==> src/rtl/bpm_pkg.sv <==
package bpm_pkg;
   // Flexible breakpoint function select
   typedef enum logic {
      FLEX_DATA = 1'b0,
      FLEX_REG  = 1'b1
   } flex_mode_e;

   // Control word layout
   localparam int CTRL_EN_BIT   = 0;
   localparam int CTRL_MODE_LSB = 1;
endpackage

==> src/rtl/bpm_regs.sv <==
module bpm_regs
   import bpm_pkg::*;
#(
   parameter int BP_W     = 16,
   parameter int NBP      = 6,
   parameter int NUM_FLEX = 2,
   parameter int SEL_W    = 3
) (
   input  logic                     clk,
   input  logic                     rst_n,
   input  logic                     cfg_we,
   input  logic [SEL_W-1:0]         cfg_sel,
   input  logic [BP_W-1:0]          cfg_wdata,
   output logic [NBP-1:0][BP_W-1:0] bp_val,
   output logic                     glb_en,
   output logic [NUM_FLEX-1:0]      flex_mode
);
   localparam logic [SEL_W-1:0] CTRL_SEL = SEL_W'(NBP);

   for (genvar i = 0; i < NBP; i++) begin : g_bp
      always_ff @(posedge clk or negedge rst_n) begin
         if (!rst_n)
            bp_val[i] <= '0;
         else if (cfg_we && cfg_sel == SEL_W'(i))
            bp_val[i] <= cfg_wdata;
      end
   end

   always_ff @(posedge clk or negedge rst_n) begin
      if (!rst_n) begin
         glb_en    <= 1'b0;
         flex_mode <= {NUM_FLEX{FLEX_DATA}};
      end else if (cfg_we && cfg_sel == CTRL_SEL) begin
         glb_en    <= cfg_wdata[CTRL_EN_BIT];
         flex_mode <= cfg_wdata[CTRL_MODE_LSB +: NUM_FLEX];
      end
   end
endmodule

==> src/rtl/bpm_cmp.sv <==
module bpm_cmp #(
   parameter int BP_W = 16
) (
   input  logic            clk,
   input  logic            rst_n,
   input  logic            glb_en,
   input  logic [BP_W-1:0] bp_val,
   input  logic            src_vld,
   input  logic [BP_W-1:0] src_val,
   output logic            rise
);
   logic hit;
   logic blocked_q;

   assign hit  = glb_en && src_vld && (src_val == bp_val);
   assign rise = hit && !blocked_q;

   // Stays blocked after a hit until the qualifying strobe drops
   always_ff @(posedge clk or negedge rst_n) begin
      if (!rst_n)
         blocked_q <= 1'b0;
      else if (!src_vld)
         blocked_q <= 1'b0;
      else if (hit)
         blocked_q <= 1'b1;
   end
endmodule

==> src/rtl/bpm_prio.sv <==
module bpm_prio #(
   parameter int NBP   = 6,
   parameter int IDX_W = 3
) (
   input  logic             clk,
   input  logic             rst_n,
   input  logic [NBP-1:0]   rise,
   output logic             brk_pulse,
   output logic [IDX_W-1:0] brk_idx
);
   logic [IDX_W-1:0] low_idx;

   always_comb begin
      low_idx = '0;
      for (int i = NBP - 1; i >= 0; i--) begin
         if (rise[i]) low_idx = IDX_W'(i);
      end
   end

   always_ff @(posedge clk or negedge rst_n) begin
      if (!rst_n) begin
         brk_pulse <= 1'b0;
         brk_idx   <= '0;
      end else begin
         brk_pulse <= |rise;
         brk_idx   <= low_idx;
      end
   end
endmodule

==> src/rtl/brk_match_unit.sv <==
module brk_match_unit
   import bpm_pkg::*;
#(
   parameter int BP_W     = 16,
   parameter int NUM_PROG = 4,
   parameter int NUM_FLEX = 2,
   localparam int NBP     = NUM_PROG + NUM_FLEX,
   localparam int IDX_W   = $clog2(NBP),
   localparam int SEL_W   = $clog2(NBP + 1)
) (
   input  logic             clk,
   input  logic             rst_n,
   input  logic             cfg_we,
   input  logic [SEL_W-1:0] cfg_sel,
   input  logic [BP_W-1:0]  cfg_wdata,
   input  logic             fetch_vld,
   input  logic [BP_W-1:0]  fetch_addr,
   input  logic             dmem_vld,
   input  logic [BP_W-1:0]  dmem_addr,
   input  logic             reg_vld,
   input  logic [BP_W-1:0]  reg_id,
   output logic             brk_pulse,
   output logic [IDX_W-1:0] brk_idx
);
   if (NUM_PROG < 1) begin : g_chk_prog
      $error("NUM_PROG must be at least 1");
   end
   if (NUM_FLEX < 1) begin : g_chk_flex
      $error("NUM_FLEX must be at least 1");
   end
   if (CTRL_MODE_LSB + NUM_FLEX > BP_W) begin : g_chk_ctrl
      $error("control word does not fit in BP_W");
   end

   logic [NBP-1:0][BP_W-1:0] bp_val;
   logic                     glb_en;
   logic [NUM_FLEX-1:0]      flex_mode;
   logic [NBP-1:0]           src_vld;
   logic [NBP-1:0][BP_W-1:0] src_val;
   logic [NBP-1:0]           rise;

   bpm_regs #(
      .BP_W(BP_W), .NBP(NBP), .NUM_FLEX(NUM_FLEX), .SEL_W(SEL_W)
   ) i_regs (
      .clk(clk), .rst_n(rst_n), .cfg_we(cfg_we), .cfg_sel(cfg_sel),
      .cfg_wdata(cfg_wdata), .bp_val(bp_val), .glb_en(glb_en),
      .flex_mode(flex_mode)
   );

   for (genvar i = 0; i < NBP; i++) begin : g_slot
      if (i < NUM_PROG) begin : g_prog
         assign src_vld[i] = fetch_vld;
         assign src_val[i] = fetch_addr;
      end else begin : g_flex
         always_comb begin
            if (flex_mode[i-NUM_PROG] == FLEX_REG) begin
               src_vld[i] = reg_vld;
               src_val[i] = reg_id;
            end else begin
               src_vld[i] = dmem_vld;
               src_val[i] = dmem_addr;
            end
         end
      end

      bpm_cmp #(.BP_W(BP_W)) i_cmp (
         .clk(clk), .rst_n(rst_n), .glb_en(glb_en), .bp_val(bp_val[i]),
         .src_vld(src_vld[i]), .src_val(src_val[i]), .rise(rise[i])
      );
   end

   bpm_prio #(.NBP(NBP), .IDX_W(IDX_W)) i_prio (
      .clk(clk), .rst_n(rst_n), .rise(rise),
      .brk_pulse(brk_pulse), .brk_idx(brk_idx)
   );
endmodule

==> config.mk <==
export PLATFORM = sky130hd
export DESIGN_NAME = brk_match_unit
export DESIGN_NICKNAME = d
export VERILOG_FILES = /design/src/rtl/bpm_pkg.sv /design/src/rtl/bpm_regs.sv /design/src/rtl/bpm_cmp.sv /design/src/rtl/bpm_prio.sv /design/src/rtl/brk_match_unit.sv
export SDC_FILE = /design/constraint.sdc
export NUM_CORES = 1
export LEC_CHECK = 0
export ABC_AREA = 1
export ABC_CLOCK_PERIOD_IN_PS = 3800
export BUFFER_PORTS_ARGS = -buffer_cell sky130_fd_sc_hd__buf_2
export CORE_UTILIZATION = 45
export CTS_BUF_LIST = sky130_fd_sc_hd__clkbuf_4 sky130_fd_sc_hd__clkbuf_8 sky130_fd_sc_hd__clkbuf_16
export DETAILED_ROUTE_END_ITERATION = 10
export MAX_ROUTING_LAYER = met4
export PLACE_DENSITY_LB_ADDON = 0.15
export SETUP_SLACK_MARGIN = 0.1
export SYNTH_ARGS = -nofsm -noshare
export SYNTH_HDL_FRONTEND = slang
export SYNTH_SLANG_ARGS = --single-unit
==> constraint.sdc <==
create_clock -name clk -period 3.8 [get_ports clk]
set_clock_uncertainty 0.1 [all_clocks]
set_input_delay 0.19 -clock clk [delete_from_list [all_inputs] [get_ports clk]]
set_output_delay 0.19 -clock clk [all_outputs]
set_load 0.05 [all_outputs]
[Word level (Yosys, flattened, before mapping)]
Cells that the tools add are included.
Widths: inputs -> output; s select.
Word-level totals
  logic and storage cells: 86
  bits in registers: 109
  input bits: 73
  output and inout port bits: 4
Operators by class
  muxes and demuxes: 22
  reduce and logical (&&, ||, !) cells: 30
  eq/ne operators: 18
Operator list (count)
  $eq 16x16->1: 6
  $mux 16: 2
  $logic_and 1x1->1: 22
  $mux 3: 6
  $mux 1: 14
  $eq 3x3->1 const B: 3
  $ne 2x1->1 const B: 4
  $eq 3x2->1 const B: 2
  $logic_not 1->1: 6
  $reduce_or 6->1: 1
  $ne 2x2->1 const B: 2
  $eq 3x1->1 const B: 1
  $logic_not 3->1: 1

[Longest topological paths before layout]
  depth after elaboration: 10
  mapped depth: 16
  depth with buffers taken out: 14

[By module]
A second synthesis with hierarchy kept.
Second synthesis, totals
  cells, all modules: 1091
  area total of the unflattened synthesis: 6894.1 um^2
Modules (own cells, without submodules)
  bpm_regs: sequential area each 2477.4 um^2, area an instance 3933.8 um^2, cells each 440, instances 1
  bpm_cmp: sequential area each 25.0 um^2, area an instance 386.6 um^2, cells each 87, instances 6
  brk_match_unit: sequential area each 0.0 um^2, area an instance 467.9 um^2, cells each 110, instances 1
  bpm_prio: sequential area each 100.1 um^2, area an instance 172.7 um^2, cells each 19, instances 1

[Worst setup path after synthesis]
OpenSTA, ideal clock, no wires.
  path type: register -> register
  start point: register i_regs.flex_mode[0]
  end point: register i_prio.brk_idx[0]
  cell stages (with the launch flop): 13
  slack: 2074 ps
  clock period less this slack: 1726 ps
  buffers on the path: 2
  arrival time: 1506 ps
  cell sequence: dfrtp_1 > buf_2 > buf_2 > o21ai_0 > nand3_1 > nor2_1 > nand2_1 > nor2_1 > nand4_1 > nand2_1 > nand2_1 > nand2_1 > a21oi_2
On the way
  word-level cells in the longest chain between the ends: 9
RTL lines
  from (decl): line bpm_regs.sv:16  | output logic [NUM_FLEX-1:0] flex_mode
  from (signal assigned): line bpm_regs.sv:32  | flex_mode <= {NUM_FLEX{FLEX_DATA}};
  from (signal assigned): line bpm_regs.sv:35  | flex_mode <= cfg_wdata[CTRL_MODE_LSB +: NUM_FLEX];
  $mux 16 or $mux 1 (tied branches): line brk_match_unit.sv:56  | if (flex_mode[i-NUM_PROG] == FLEX_REG) begin
  $eq 16x16->1 or $logic_and 1x1->1 (tied branches): line bpm_cmp.sv:15  | assign hit = glb_en && src_vld && (src_val == bp_val);
  $logic_and 1x1->1 (*): line bpm_cmp.sv:15
  $logic_and 1x1->1 (*): line bpm_cmp.sv:16  | assign rise = hit && !blocked_q;
  $mux 3 (*) (5 in series): line bpm_prio.sv:16  | if (rise[i]) low_idx = IDX_W'(i);
  named net i_prio.low_idx[0]: line bpm_prio.sv:11  | logic [IDX_W-1:0] low_idx;
  to (signal assigned): line bpm_prio.sv:26  | brk_idx <= low_idx;
  to (decl): line bpm_prio.sv:9  | output logic [IDX_W-1:0] brk_idx
The timed path passes the listed nets; every way through them passes the cells marked *.
A chain may end at the register's enable or synchronous reset.

[Final worst setup path]
Same ends and word-level chain as after synthesis.

==> summary.md <==
| Metric | Value |
|---|---|
| Remaining DRCs | `0` |
| Signal arrival time at the worst endpoint | `2690 ps` |
| Number of pins exceeding their max-slew limit in the final report | `0` |
| Avg Cell Area, Syn | `7.29 um2` |
| Number of flip-flops and latches in the synthesized netlist | `109` |
| Endpoint required time on the critical path | `3940 ps` |
| Tcrit/Tclk final | `0.672` |
| Max-slew headroom at the worst pin | `0.318` |
| Overall via count from detail_route | `5334` |
| Hold Crit Depth | `3` |
| Number of cell instances on the worst register-to-register path | `13` |
| Routing usage on met3 | `0.0327` |
| Global-route track usage on met2 | `0.408` |
| Vertical extent of the die | `116 um` |
| Initial Utilization | `0.463` |
| Combined flip-flop and latch cell area | `0.00273 mm2` |
| Run status | `complete, no violations` |
| Placeable core region | `0.0127 mm2` |
| Master cell of the clock root buffer | `clkbuf_16` |
| Count of input and output buffers | `76` |
| Worst-path fanout max | `25` |
| Total area of multi-input combinational cells | `0.00265 mm2` |
| Critical path cell sequence | `inv_1 > nand2_1 > nand2_1 > nand2_1 > nand2_1 > nor2_1 > nand2_1 > nor2_1 > nand4_1 > nand2_1 > nand2_1 > nand2_1 > a21oi_2` |
| Post-DR vias/cell | `5.10` |
| P per Cell Area | `498 mW/mm2` |
| Top-area cell type share of the netlist area | `0.465` |
| Beginning of the worst hold path | `fetch_vld` |
| Setup Crit Path Kind | `reg2reg` |
| Max frequency | `0.392 GHz` |
| Post-Synthesis Cells | `804` |
| H-tree levels | `3` |
| Kind of capture point of the worst setup path | `flop` |
| Die W | `116 um` |
| Number of detailed-routing iterations run before antenna repair | `5` |
| Worst min path class | `in2reg` |
| Layout cells sized above 1 | `0.122` |
| Number of gates given a new drive strength after cts | `0` |
| Number of antenna-violating nets in the routed design | `0` |
| VDD IR-drop max | `276 uV` |
| Kind of start point of the critical path | `flop` |
| Library cells used by synthesis | `30` |
| Library cell occupying the most area in the post-synthesis netlist | `dfrtp_1` |
| Clock insertion delay at the later pin of the skew report | `350 ps` |
| Setup slack, reg-to-reg | `1250 ps` |
| Setup slack at placement | `1240 ps` |
| Met1 track utilization from global routing | `0.349` |
| Setup-failing EPs final | `0` |
| Largest net degree at the start of global routing | `69` |
| Endpoint of the worst hold path | `g_slot[2].i_cmp.blocked_q$_DFFE_PN0P_` |
| Vias in the first global route | `5040` |
| LEAKAGE | `3.55 nW` |
| Largest cells by area after synthesis | `dfrtp_1, nand2_1, o21ai_0` |
| Overall routed net length | `16100 um` |
| HPWL Detailed | `12100 um` |
| Total negative setup slack | `0 ps` |
| Clock sink count | `109` |
| Number of synthesized flops with an enable pin | `0` |
| Gr usage total | `0.262` |
| Floorplan row count | `41` |
| Most used flip-flop cell after synthesis | `dfrtp_1` |
| Most common cell after layout, fill and taps aside | `nand2_1` |
| Peak per-stage delay on the critical path | `840 ps` |
| Number of buffers on the longest clock path | `2` |
| Transition at the pin with the smallest max-transition slack | `1020 ps` |
| Highest-delay cell along the critical path | `dfrtp_1` |
| Post-synthesis sequential area ratio | `0.465` |
| Wire length of the first global-routing pass | `25600 um` |
| Startpoint of the worst-slack reg-to-reg timing path | `i_regs.flex_mode[0]$_DFFE_PN0P_` |
| Summed area of non-filler cells in the final layout | `0.00671 mm2` |
| Hold WS | `93.3 ps` |
| Worst flop-to-flop path endpoint | `i_prio.brk_idx[0]$_DFF_PN0_` |
| Number of warnings reported in the yosys synthesis log | `0` |
| Clk slew on worst S/H paths | `70 ps` |
| TritonCTS clock tree | `done` |
| Layout fillers | `1285` |
| Total overflow reported by the global router | `0` |
| Per-cell routed wire length | `15.4 um` |
| Period minus WS final | `2550 ps` |
| Final setup margin | `1250 ps` |
| Final hold violation count | `0` |
| GP Congestion | `0.890` |
| Post-synthesis to final-layout area growth | `14.4%` |
| Commonest cells after routing, fill and taps aside | `nand2_1, o21ai_0, dfrtp_1` |
| Number of maximum-capacitance violations | `0` |
| Most utilized layer in the global route result | `met2` |
| # nets final | `942` |
| Worst path most repeated cell | `nand2_1` |
| 1st-iter DRT viols | `365` |
| Unrepaired setup endpoints after global routing | `no` |
| Io pins | `77` |
| Syn_nets | `877` |
| Floorplan die area | `0.0135 mm2` |
| Cts bufs inserted | `9` |
| Asr flop ratio synth | `1.00` |
| Number of antenna violations at the first check in global routing | `0` |
| Placed Instance Area | `0.00635 mm2` |
| # diodes | `0` |
| Synth Cell Area | `0.00586 mm2` |
## where the power goes
part / switching, W / internal [W] / leakage, nW / total, W
registers: 0.000186 / 0.00136 / 1.39 / 0.00154
clock network: 0.000437 / 0.000649 / 0.170 / 0.00109
logic: 0.000426 / 0.000282 / 2.00 / 0.000709
total: 0.00105 / 0.00229 / 3.55 / 0.00334
## how the worst max path moves through the flow
stage | start | end | slack [ps] | depth (start not counted)
after floorplan | i_regs.flex_mode[0]$_DFFE_PN0P_ | i_prio.brk_idx[0]$_DFF_PN0_ | 2070 | 12
after global placement | i_regs.flex_mode[0]$_DFFE_PN0P_ | i_prio.brk_idx[0]$_DFF_PN0_ | 1310 | 13
after global routing | i_regs.flex_mode[0]$_DFFE_PN0P_ | i_prio.brk_idx[0]$_DFF_PN0_ | 920 | 13
final | i_regs.flex_mode[0]$_DFFE_PN0P_ | i_prio.brk_idx[0]$_DFF_PN0_ | 1250 | 13
after detailed placement | i_regs.flex_mode[0]$_DFFE_PN0P_ | i_prio.brk_idx[0]$_DFF_PN0_ | 1240 | 13
after CTS | i_regs.flex_mode[0]$_DFFE_PN0P_ | i_prio.brk_idx[0]$_DFF_PN0_ | 1220 | 13
## layer usage
metal | routed length, um | vias to the layer above
met1 | 7510 | 2492
li1 | - | 2683
met2 | 7410 | 134
met3 | 686 | 25
met5 | 0 | -
met4 | 482 | 0
## cells by family (layout without fill, tap and decap cells)
kind of cell,after synthesis,count (layout),share of synthesized area
and+or+nand+nor,396,396,0.274
AOI/OAI and AO/OA,153,153,0.138
buffers and inverters,119,189,0.0824
DFF,109,109,0.465
xor gates and xnor gates,27,27,0.0403
## worst max-delay path, delay by kind of cell (launching register included)
kind | cells | cell delay, ps
flip-flops | 1 | 840
AND/OR/NAND/NOR | 11 | 1050
buffers and inverters | 1 | 400
AO/OA/AOI/OAI | 1 | 50
## stage by stage
stage / util / cells / total power, W
floorplan: - / 804 / 0.00203
global placement: 0.501 / 1029 / 0.00224
detailed placement: 0.501 / 1029 / 0.00227
CTS: 0.529 / 1046 / 0.00336
global route: 0.529 / 1046 / 0.00354
finish: 0.529 / 1046 / 0.00334
## what timing repair did
action                                  CTS  global route
buffers inserted                          0             0
endpoints found under the hold margin    66             0
endpoints found under the setup margin    0             0
hold buffers                              1             0
## synth_stat cells, types with 7 or more instances
library cell,count
clkbuf_1,18
dfrtp_1,109
inv_1,92
nand2_1,288
nand3_1,33
nand4_1,10
nor2_1,44
o21ai_0,128
o22ai_1,11
xnor2_1,7
xor2_1,20
## flip-flops by register name, indices dropped and copies added (netlist names)
register	flops
i_prio.brk_pulse	1
i_regs.flex_mode	2
g_slot.i_cmp.blocked_q	6
i_regs.glb_en	1
i_prio.brk_idx	3
i_regs.bp_val	96
## area by class of cell
class / count / area share
tap: 172 / 0.0321
inverter: 93 / 0.0524
multi-input combinational: 576 / 0.395
clock inverter: 7 / 0.0181
sequential: 109 / 0.407
timing repair buffer: 80 / 0.0619
clock buffer: 9 / 0.0336
Power figures use the tool's default switching activity.
